==> src/rtl/tsinj_pkg.sv <==
package tsinj_pkg;

  typedef enum logic [1:0] {
    ANCHOR_START = 2'd0,
    ANCHOR_END   = 2'd1,
    ANCHOR_L3    = 2'd2,
    ANCHOR_L4    = 2'd3
  } anchor_e;

  localparam int FIELD_BYTES = 10;  // correction word + 64-bit stamp
  localparam int GUARD_BYTES = 14;  // field plus trailing FCS

  // strobes from control to datapath
  typedef struct packed {
    logic       capture;  // first byte of a frame accepted this cycle
    logic       replace;  // current byte lies in the injection field
    logic [3:0] sel;      // byte index inside the field
    logic       reject;   // requested frame with an unusable position
  } ctrl_t;

  // complement of the end-around-carry sum of four 16-bit words
  function automatic logic [15:0] neutralWord(input logic [63:0] stamp);
    logic [17:0] raw;
    logic [16:0] once;
    logic [15:0] twice;
    raw   = 18'(stamp[63:48]) + 18'(stamp[47:32]) + 18'(stamp[31:16]) + 18'(stamp[15:0]);
    once  = 17'(raw[15:0]) + 17'(raw[17:16]);
    twice = once[15:0] + 16'(once[16]);
    return ~twice;
  endfunction

endpackage

==> src/rtl/tsinj_ctrl.sv <==
module tsinj_ctrl
  import tsinj_pkg::*;
#(
  parameter int LEN_W = 14,
  parameter int OFF_W = 15
) (
  input  logic                    clk,
  input  logic                    rstN,
  input  logic                    inValid,
  input  logic                    inSof,
  input  logic                    inInjEn,
  input  logic [LEN_W-1:0]        inL3Off,
  input  logic [LEN_W-1:0]        inL4Off,
  input  logic [LEN_W-1:0]        inFrameLen,
  input  logic [1:0]              cfgAnchor,
  input  logic signed [OFF_W-1:0] cfgStaticOff,
  input  logic                    cfgAlways,
  output ctrl_t                   strobe
);

  localparam int PW = LEN_W + 3;
  localparam logic signed [PW-1:0] GUARD = PW'(GUARD_BYTES);
  localparam logic [LEN_W-1:0] FIELD_LEN = LEN_W'(FIELD_BYTES);

  logic signed [PW-1:0] anchorBase, alignRef, offExt, posNow, lenExt;
  logic                 startNow, reqNow, inRange, aligned, okNow;
  logic                 armedReg;
  logic [LEN_W-1:0]     posReg, cntReg;
  logic                 curArmed;
  logic [LEN_W-1:0]     curPos, idx, fieldIdx;

  always_comb begin
    unique case (anchor_e'(cfgAnchor))
      ANCHOR_START: begin anchorBase = '0;                          alignRef = '0; end
      ANCHOR_END:   begin anchorBase = $signed({3'b000, inFrameLen}); alignRef = '0; end
      ANCHOR_L3:    begin anchorBase = $signed({3'b000, inL3Off});    alignRef = $signed({3'b000, inL3Off}); end
      default:      begin anchorBase = $signed({3'b000, inL4Off});    alignRef = $signed({3'b000, inL4Off}); end
    endcase
  end

  assign offExt   = $signed({{(PW-OFF_W){cfgStaticOff[OFF_W-1]}}, cfgStaticOff});
  assign lenExt   = $signed({3'b000, inFrameLen});
  assign posNow   = anchorBase + offExt;
  assign startNow = inValid && inSof;
  assign reqNow   = inInjEn || cfgAlways;
  assign inRange  = !posNow[PW-1] && ((posNow + GUARD) <= lenExt);
  assign aligned  = (posNow[0] == alignRef[0]);
  assign okNow    = reqNow && inRange && aligned;

  always_ff @(posedge clk or negedge rstN) begin
    if (!rstN) begin
      armedReg <= 1'b0;
      posReg   <= '0;
      cntReg   <= '0;
    end else begin
      if (startNow) begin
        armedReg <= okNow;
        posReg   <= posNow[LEN_W-1:0];
      end
      if (inValid) cntReg <= startNow ? LEN_W'(1) : cntReg + LEN_W'(1);
    end
  end

  assign curArmed = startNow ? okNow : armedReg;
  assign curPos   = startNow ? posNow[LEN_W-1:0] : posReg;
  assign idx      = startNow ? '0 : cntReg;
  assign fieldIdx = idx - curPos;

  always_comb begin
    strobe.capture = startNow;
    strobe.replace = inValid && curArmed && (idx >= curPos) && (fieldIdx < FIELD_LEN);
    strobe.sel     = fieldIdx[3:0];
    strobe.reject  = startNow && reqNow && !(inRange && aligned);
  end

endmodule

==> src/rtl/tsinj_datapath.sv <==
module tsinj_datapath
  import tsinj_pkg::*;
#(
  parameter int LEN_W = 14
) (
  input  logic             clk,
  input  logic             rstN,
  input  ctrl_t            strobe,
  input  logic             inValid,
  input  logic [7:0]       inData,
  input  logic             inSof,
  input  logic             inEof,
  input  logic [LEN_W-1:0] inFrameLen,
  input  logic [63:0]      timeNow,
  input  logic             cfgLastByte,
  output logic             outValid,
  output logic [7:0]       outData,
  output logic             outSof,
  output logic             outEof,
  output logic             injErr
);

  logic [63:0] stampNow, stampReg, stampUse;
  logic [15:0] corrWord;
  logic [79:0] field;
  logic [7:0]  fieldBytes [FIELD_BYTES];
  logic [7:0]  injByte;

  assign stampNow = cfgLastByte ? (timeNow + 64'(inFrameLen) - 64'd1) : timeNow;
  assign stampUse = strobe.capture ? stampNow : stampReg;
  assign corrWord = neutralWord(stampUse);
  assign field    = {corrWord, stampUse};

  for (genvar g = 0; g < FIELD_BYTES; g++) begin : g_bytes
    assign fieldBytes[g] = field[8*(FIELD_BYTES-1-g) +: 8];
  end

  always_comb begin
    injByte = 8'h00;
    for (int k = 0; k < FIELD_BYTES; k++)
      if (strobe.sel == 4'(k)) injByte = fieldBytes[k];
  end

  always_ff @(posedge clk or negedge rstN) begin
    if (!rstN) begin
      stampReg <= '0;
      outValid <= 1'b0;
      outData  <= '0;
      outSof   <= 1'b0;
      outEof   <= 1'b0;
      injErr   <= 1'b0;
    end else begin
      if (strobe.capture) stampReg <= stampNow;
      outValid <= inValid;
      outData  <= strobe.replace ? injByte : inData;
      outSof   <= inValid && inSof;
      outEof   <= inValid && inEof;
      injErr   <= strobe.reject;
    end
  end

endmodule

==> src/rtl/tsinj_top.sv <==
module tsinj_top
  import tsinj_pkg::*;
#(
  parameter int LEN_W = 14,
  parameter int OFF_W = LEN_W + 1
) (
  input  logic                    clk,
  input  logic                    rstN,
  input  logic                    inValid,
  input  logic [7:0]              inData,
  input  logic                    inSof,
  input  logic                    inEof,
  input  logic                    inInjEn,
  input  logic [LEN_W-1:0]        inL3Off,
  input  logic [LEN_W-1:0]        inL4Off,
  input  logic [LEN_W-1:0]        inFrameLen,
  input  logic [63:0]             timeNow,
  input  logic [1:0]              cfgAnchor,
  input  logic signed [OFF_W-1:0] cfgStaticOff,
  input  logic                    cfgLastByte,
  input  logic                    cfgAlways,
  output logic                    outValid,
  output logic [7:0]              outData,
  output logic                    outSof,
  output logic                    outEof,
  output logic                    injErr
);

  ctrl_t strobe;

  tsinj_ctrl #(.LEN_W(LEN_W), .OFF_W(OFF_W)) u_ctrl (
    .clk, .rstN, .inValid, .inSof, .inInjEn, .inL3Off, .inL4Off,
    .inFrameLen, .cfgAnchor, .cfgStaticOff, .cfgAlways, .strobe
  );

  tsinj_datapath #(.LEN_W(LEN_W)) u_dp (
    .clk, .rstN, .strobe, .inValid, .inData, .inSof, .inEof, .inFrameLen,
    .timeNow, .cfgLastByte, .outValid, .outData, .outSof, .outEof, .injErr
  );

endmodule

==> config.mk <==
export PLATFORM = sky130hd
export DESIGN_NAME = tsinj_top
export DESIGN_NICKNAME = d
export VERILOG_FILES = /design/src/rtl/tsinj_pkg.sv /design/src/rtl/tsinj_ctrl.sv /design/src/rtl/tsinj_datapath.sv /design/src/rtl/tsinj_top.sv
export SDC_FILE = /design/constraint.sdc
export NUM_CORES = 1
export LEC_CHECK = 0
export BUFFER_PORTS_ARGS = -buffer_cell sky130_fd_sc_hd__clkbuf_2
export CORE_UTILIZATION = 55
export CTS_CLUSTER_DIAMETER = 100
export DETAILED_ROUTE_END_ITERATION = 7
export PLACE_DENSITY = 0.87
export SLEW_MARGIN = 20
export SYNTH_ARGS = -nofsm -noshare
export SYNTH_HDL_FRONTEND = slang
export SYNTH_SLANG_ARGS = --single-unit
==> constraint.sdc <==
create_clock -name clk -period 15.5 [get_ports clk]
set_clock_uncertainty 0.05 [all_clocks]
set_input_delay 1.55 -clock clk [delete_from_list [all_inputs] [get_ports clk]]
set_output_delay 1.55 -clock clk [all_outputs]
set_load 0.005 [all_outputs]
---- After elaboration in Yosys (flattened, before gate mapping) ----
Cells that the tools add are included.
operators by class
  $add $sub $neg .......................... 11
  $lt $le $gt $ge ......................... 3
  eq/ne operators ......................... 12
  muxes and demuxes ....................... 19
  bitwise gates (word level) .............. 1
  reduce and logical (&&, ||, !) cells .... 17
operator list
  kind                   number
  $mux 64                2
  $mux 8                 11
  $add 64x14->64         1
  $sub 64x1->64 const B  1
  $mux 14                3
  $pmux 14 s3            1
  $add 18x16->18         2
  $add 16x16->17         1
  $add 16x2->17          1
  $add 17x5->17 const B  1
  $le 17x15->1           1
  $add 15x15->16         1
  $add 16x1->16          1
  $eq 4x3->1 const B     4
  $not 16->16            1
  $add 14x1->14 const B  1
  $ge 14x14->1           1
  $lt 14x4->1 const B    1
  $sub 14x14->14         1
  $logic_and 1x1->1      11
  $eq 4x2->1 const B     2
  $eq 4x4->1 const B     2
  $eq 4x1->1 const B     1
  $logic_not 4->1        1
  other kinds (9)        10
word-level totals
  bits in registers ....................... 105
  output and inout bits ................... 12
  logic and storage cells ................. 72

---- Longest topological paths before layout ----
Gate-level depths: netlist of the first run.
  depth in word-level cells ............... 21
  gate-level depth with buffers ........... 57

---- Hierarchy ----
A second synthesis of the first run with hierarchy kept.
second synthesis, totals
  cell total of the unflattened synthesis .. 2032
  area, all modules ....................... 15187.1 µm²
by module, submodules not included
  module          times used  cells an instance  area an instance (µm²)  seq. area each (µm²)
  tsinj_datapath  1           1525               11314.6                 1901.8
  tsinj_ctrl      1           507                3872.5                  725.7

---- Least setup slack after synthesis of the first run ----
OpenSTA, ideal clock, no wires.
  path kind ............................... input port to flip-flop
  from .................................... input inFrameLen[1]
  to ...................................... register u_dp.outData[6]
  arrival ................................. 11.230 ns
  required time ........................... 15.320 ns
  path slack .............................. 4.090 ns
  cell stages on the path ................. 56
  path buffers ............................ 0
  cells stage by stage .................... inv_1 ha_1 inv_1 ha_1 fa_1 a211oi_2 o21bai_2 a221oi_4 o211ai_2 a211oi_2 or2_2 o21ai_0 xnor2_1 nand2_1 a31oi_1 inv_1 fa_1 nor2b_1 [20 not listed] xnor2_1 ha_1 fa_1 o2111a_1 nand4b_1 or3_4 nor4_1 ha_1 ha_1 nand3_1 a21oi_1 nand2b_1 or2_1 nor3_1 xnor2_1 o2111ai_1 a211oi_1 a31oi_1
between the ends
  cells in the longest elaborated chain, start to end .. 21
RTL lines
  what                              RTL line              text
  start, declared                   tsinj_top.sv:16       input logic [LEN_W-1:0] inFrameLen,
  $add 64x14->64 (*)                tsinj_datapath.sv:29  assign stampNow = cfgLastByte ? (timeNow + 64'(inFrameLen) - 64'd1) : timeNow;
  $sub 64x1->64 (*)                 tsinj_datapath.sv:29
  $mux 64 (*)                       tsinj_datapath.sv:29
  $mux 64 (*)                       --
  named net u_dp.stampUse[49]       tsinj_datapath.sv:23  logic [63:0] stampNow, stampReg, stampUse;
  $add 16x16->17 (*)                tsinj_pkg.sv:26       raw = 18'(stamp[63:48]) + 18'(stamp[47:32]) + 18'(stamp[31:16]) + 18'(stamp[15:0]);
  $add 18x16->18 (*) (2 in series)  tsinj_pkg.sv:26
  $add 16x2->17 (*)                 tsinj_pkg.sv:27       once = 17'(raw[15:0]) + 17'(raw[17:16]);
  $add 16x1->16 (*)                 tsinj_pkg.sv:28       twice = once[15:0] + 16'(once[16]);
  $not 16->16 (*)                   tsinj_pkg.sv:29       return ~twice;
  $mux 8                            tsinj_datapath.sv:41  if (strobe.sel == 4'(k)) injByte = fieldBytes[k];
  $mux 8 (*) (9 in series)          tsinj_datapath.sv:41
  $mux 8 (*)                        tsinj_datapath.sv:55  outData <= strobe.replace ? injByte : inData;
  end signal, assigned              tsinj_datapath.sv:55
  end, declared                     tsinj_datapath.sv:17  output logic [7:0] outData,
The timed path passes the listed nets; every way through them passes the cells marked *.
A chain may end at the register's enable or synchronous reset.

---- Worst setup path after layout of the first run ----
Ends and elaborated chain as after synthesis.

==> metrics, run 1 <==
Critical Path AT 13.27 ns; Max Cap Viol 0; vias in the first global route 14100; Longest Clk Path Bufs 2; layout cells sized above 1 11.5%; Tot GR Track Use 37.6%; FF+latch area 0.00263 mm²; Tcrit/Tclk final 84.5%; Netlist cell types 91; Area Growth Syn to Fin 9.72%; yosys warns 0; syn_nets 2209; final worst path period need 13.09 ns; fin cells 2339; Skew-Pair Late Insertion Delay 0.36 ns; largest net degree at the start of global routing 65; HPWL after DPL 40.0 mm; post_cts resized 0; Detail Route Antenna Nets 0; Crit path largest cell delay 0.50 ns; initial antenna violation count 1; maximum VDD drop 0.316 mV; FF+latch count, synth 105; FFs w/ async S/R, synth 100%; Avg Synthesized Cell Area 7.53 µm²; max-slew violations 0; area occupied by multi-input gates 0.0107 mm²; Die Y 163 µm; worst-path fanout max 8; final hold viol count 0; # hold bufs at CTS 0; CP max-delay cell o21ai_0; DR WL/cell 21.2 µm; routed vias 15000; first-pass GRT wire length 77.2 mm; crit end category flip-flop; Setup crit start kind input port; Hold Path Class flip-flop to flip-flop; Starting Density 56.4%; Post-Synthesis Cells 1892; Crit path required time 15.67 ns; Horiz. Die Dim 163 µm; Synth Cell Area 0.0142 mm²; status finished clean; drt first pass iters 6; GPL Wtd Cong 1.03; most frequent cell on the critical path o21ai_0; Core Area 0.0253 mm²; Net count, final 2321; final WL 49.7 mm; Rows 58; root buffer cell clkbuf_16; IO Pins 151; Most used DFF post-synth dfrtp_1; sequential cell area fraction in the yosys report 18.5%; Die ar. 0.0265 mm²; Peak Freq 76.4 MHz; H-tree Lvls 3; Pwr Density 176 mW/mm²; setup tns final 0 ns; CTS tree yes; fillers 2281; EDFF count, synth 0; commonest cells after routing, fill and taps aside 180 x nand2_1, 174 x a21oi_1, 166 x nor2_1, 165 x inv_1, 161 x o21ai_0; Worst-path clk slew 0.08 ns; CTS Sinks 105; relative slew slack 27.9%; RSZ-0062 raised after global routing no; Setup violations, final 0; initial DRC count 1814; total CTS buffers 9; Worst Setup Path Type input port to flip-flop; number of diodes 0; Avg Vias per Cell 6.42; port bufs 150; Worst Tran Pin Value 1.07 ns; setup bufs post-CTS 0; Inst Count DP 2323; DRC viols 0; Remaining Overflow, GRT 0; most common cell after layout, fill and taps aside nand2_1; LEAKAGE 7.38 nW
==> through the flow <==
stage | total power, mW | worst slack (ns) | util (%) | instance area (µm²) | hold WS [ns]
after floorplan | 1.88 | 4.09 | - | 14200 | 0.391
after detailed placement | 2.43 | 2.38 | 60.6 | 15300 | 0.418
final | 2.75 | 2.41 | 61.9 | 15600 | 0.448
after global placement | 2.40 | 2.52 | 60.6 | 15300 | 0.408
after CTS | 2.70 | 2.60 | 61.9 | 15600 | 0.451
after global routing | 2.94 | 1.46 | 61.9 | 15600 | 0.499
==> synth_stat cells, types with 7 or more instances <==
cell        n  area [µm²]
nand2b_1   14        87.6
o31ai_1     9        67.6
o21ai_0   161         806
nand2_1   181         679
or3_1      10        62.6
o21a_1     28         210
inv_1     165         619
nand4_1    32         200
and3_1     12        75.1
nor3_1     38         190
o21bai_1   13        97.6
dfrtp_1   105        2630
clkbuf_1   57         214
nor2_1    166         623
a21o_1     45         338
nor2b_1    17         106
o211ai_1   18         135
nand3_1    46         230
and4_1      7        61.3
xor2_1     53         464
a21boi_0    9        67.6
fa_1       22         440
a22o_1     14         123
a31oi_1    22         138
ha_1      156        1950
mux2i_1    39         390
a21oi_1   174         871
buf_1      10        37.5
o21ai_1     8        40.0
and2_1     17         106
nor4_1      9        56.3
a211oi_1   12        90.1
o22ai_1    12        75.1
xnor2_1    81         709
==> power by group <==
part	switching [mW]	internal [mW]
logic	1.34	0.820
clock network	0.122	0.134
registers	0.0161	0.318
total	1.47	1.27
==> final timing paths <==
kind | cells after the start | start | slack, ns | end
worst min register to register | 2 | u_ctrl.posReg[13]$_DFF_PN0_ | 0.45 | u_ctrl.posReg[13]$_DFF_PN0_
worst max-delay path | 55 | inFrameLen[1] | 2.41 | u_dp.outData[6]$_DFF_PN0_
worst max register to register | 44 | u_dp.stampReg[48]$_DFF_PN0_ | 6.56 | u_dp.outData[6]$_DFF_PN0_
min in group asynchronous | 1 | rstN | 1.15 | u_ctrl.cntReg[12]$_DFFE_PN0P_
worst min-delay path | 2 | u_ctrl.posReg[13]$_DFF_PN0_ | 0.45 | u_ctrl.posReg[13]$_DFF_PN0_
max in group asynchronous | 2 | rstN | 12.98 | u_dp.stampReg[28]$_DFF_PN0_
==> per-layer routing <==
metal  vias up  track usage (%)  share of wire (%)
met5         -                0                  0
met4         0             15.9                4.2
met3       132             6.77                 10
met2       804             59.3                 44
met1      7058             50.3                 42
li1       7029                -                  -
==> cell type report <==
cell class	instances	area share [%]
inverter	167	4.01
clock inverter	6	0.529
tap	330	2.64
timing repair buffer	171	5.83
multi-input combinational	1550	68.6
clock buffer	10	1.53
sequential	105	16.8
==> worst max-delay path, delay by kind of cell <==
family,cells,cell delay (ns)
buffers and inverters,4,0.23
XOR/XNOR,4,0.67
multiplexers,1,0.14
AO/OA/AOI/OAI,24,5.36
AND/OR/NAND/NOR,12,2.27
adder cells (fa/ha/maj),10,3.01
==> cell families (layout without fill, tap and decap cells) <==
group	Yosys count	in the layout	synth area share, %
xor+xnor	135	135	8.40
mux	45	45	3.22
flops	105	105	18.5
compound gates	616	616	27.9
fa+ha+maj	178	178	16.8
simple gates	576	576	18.9
buf+inv	237	354	6.29
==> sequential cells by signal, indices dropped and copies added, names as in the netlist <==
name and flops:
u_ctrl.armedReg 1, u_ctrl.cntReg 14, u_ctrl.posReg 14, u_dp.injErr 1, u_dp.outData 8, u_dp.outEof 1
u_dp.outSof 1, u_dp.outValid 1, u_dp.stampReg 64
No activity file was read; power rests on OpenSTA's default activity.
==> inputs of run 2 (changes only) <==
Clock period 15.5 ns to 12.75 ns, I/O delays scaled along.
==> run 2 against run 1 <==
- global-route usage rose by 0.87 points
- utilization rose by 0.81 points
- critical path depth rose by 2
- flip-flop and latch count did not move
- first-iteration DRC count fell by 3.7%
- final area rose by 1.3%
- register-to-register slack got worse by 2.6 ns
- clock-buffer cell count fell by 1
- highest routed layer unchanged
==> metrics, run 2 (synthesized netlist as in run 1, its figures left out) <==
status finished clean; Worst Tran Pin Value 0.988 ns (-0.0820 ns); Critical Path AT 12.25 ns (-1.02 ns); H-tree Lvls 3 (unchanged); root buffer cell clkbuf_16; Tcrit/Tclk final 94.7%; initial antenna violation count 1 (unchanged); Final Cell Area 0.0158 mm² (+1.3%); CTS Sinks 105 (unchanged); layout cells sized above 1 12.8% (+1.3 points); drt first pass iters 6 (unchanged); Max Cap Viol 0 (unchanged); most common cell after layout, fill and taps aside nand2_1; Post-DP Area 0.0154 mm² (+0.93%); Skew-Pair Late Insertion Delay 0.37 ns (about the same); Longest Clk Path Bufs 2 (unchanged); fin util 62.7% (+0.81 points); total CTS buffers 9 (unchanged); Hold Path Class flip-flop to flip-flop; Crit path required time 12.92 ns (-2.75 ns); Crit path largest cell delay 0.47 ns (-0.03 ns); Largest register FFs 64 (unchanged); Core Area 0.0253 mm² (unchanged); DRC viols 0 (unchanged); Die Y 163 µm (unchanged); first-pass GRT wire length 77.9 mm (+0.89%); port bufs 150 (unchanged); Peak Freq 82.8 MHz; Rows 58 (unchanged); Setup crit start kind input port; final hold viol count 0 (unchanged); largest net degree at the start of global routing 66 (+1.5%); fillers 2328 (+2.1%); final worst path period need 12.08 ns; RSZ-0062 raised after global routing no; Tot GR Track Use 38.5% (+0.87 points); relative slew slack 34.0% (+6.1 points); maximum VDD drop 0.458 mV (+45%); Die ar. 0.0265 mm² (unchanged); Net count, final 2342 (+0.90%); Area Growth Syn to Fin 11.2%; Avg Vias per Cell 6.45 (+0.40%); crit end category flip-flop; Top Registers u_dp.stampReg x64, u_ctrl.cntReg x14, u_ctrl.posReg x14; register with the most flip-flops u_dp.stampReg; # hold bufs at CTS 0 (unchanged); Critical path buffers and inverters 5 (+1); Setup violations, final 0 (unchanged); HPWL after DPL 42.0 mm (+4.9%); CTS tree yes; CP top delay family compound AO/OA/AOI/OAI gates; final WL 51.4 mm (+3.5%); Detail Route Antenna Nets 0 (unchanged); worst-path fanout max 5 (-3); commonest cells after routing, fill and taps aside 180 x nand2_1, 173 x a21oi_1, 166 x nor2_1, 165 x inv_1, 158 x o21ai_0; CP max-delay cell fa_1; Worst Setup Path Type input port to flip-flop; Remaining Overflow, GRT 0 (unchanged); vias in the first global route 13900 (-1.1%); number of diodes 0 (unchanged); Worst-path clk slew 0.08 ns (about the same); LEAKAGE 7.49 nW (+1.5%); Starting Density 56.4% (unchanged); GPL Wtd Cong 1.02 (-0.34%); initial DRC count 1747 (-3.7%); Horiz. Die Dim 163 µm (unchanged); max-slew violations 0 (unchanged); Pwr Density 214 mW/mm² (+22%); DR WL/cell 21.8 µm (+2.6%); routed vias 15200 (+1.3%); IO Pins 151 (unchanged); setup tns final 0 ns (unchanged)
==> run 2: path summary, 6_finish.rpt <==
path / slack [ns] / depth (start not counted) / start / endpoint
max in group asynchronous: 10.54 / 2 / rstN / u_dp.stampReg[21]$_DFF_PN0_
min: 0.44 / 2 / u_ctrl.posReg[8]$_DFF_PN0_ / u_ctrl.posReg[8]$_DFF_PN0_
max reg2reg: 3.97 / 44 / u_dp.stampReg[32]$_DFF_PN0_ / u_dp.outData[6]$_DFF_PN0_
min reg2reg: 0.44 / 2 / u_ctrl.posReg[8]$_DFF_PN0_ / u_ctrl.posReg[8]$_DFF_PN0_
max: 0.67 / 57 / inFrameLen[1] / u_dp.outData[6]$_DFF_PN0_
min in group asynchronous: 0.85 / 1 / rstN / u_ctrl.cntReg[11]$_DFFE_PN0P_
==> run 2: worst min-delay path, cell delays in order, from the launching register on <==
cell,delay [ns]
dfrtp_1,0.33
nand2_1,0.04
nand2_1,0.08
==> run 2: what timing repair did <==
item / CTS / global route
setup buffers: 0 / 2
endpoints found under the setup margin: 0 / 8
resized for setup: 0 / 14
==> run 2: area by class of cell <==
| class | instances | area, µm² | share of cell area (%) |
|---|---|---|---|
| clock buffers | 9 | 225 | 1.42 |
| clock inverters | 7 | 87.6 | 0.553 |
| inverters | 167 | 627 | 3.96 |
| multi-input cells | 1550 | 10800 | 68.1 |
| flip-flops and latches | 105 | 2630 | 16.6 |
| well taps | 330 | 413 | 2.61 |
| repair buffers | 192 | 1070 | 6.75 |
==> run 2: stage by stage <==
stage	setup slack [ns]	hold WS, ns	power (mW)	std cells
global placement	0.566	0.408	2.95	2342
detailed placement	0.133	0.418	2.98	2342
floorplan	1.62	0.391	2.28	1892
global route	0.0301	0.452	3.60	2360
CTS	0.479	0.435	3.30	2358
finish	0.673	0.437	3.38	2360
==> run 2: power breakdown <==
part / switching [mW] / total, mW / leakage, nW / internal [mW]
registers: 0.0186 / 0.406 / 1.27 / 0.387
logic: 1.66 / 2.67 / 6.07 / 1.02
clock network: 0.147 / 0.305 / 0.156 / 0.157
total: 1.82 / 3.38 / 7.49 / 1.56
==> run 2: per-layer routing <==
metal	GRT usage, %	up-vias	part of all wire (%)
met5	0	-	0
met4	14.5	0	3.7
met3	7.13	119	10
met2	59.1	813	43
met1	53.3	7223	43
li1	-	7063	-
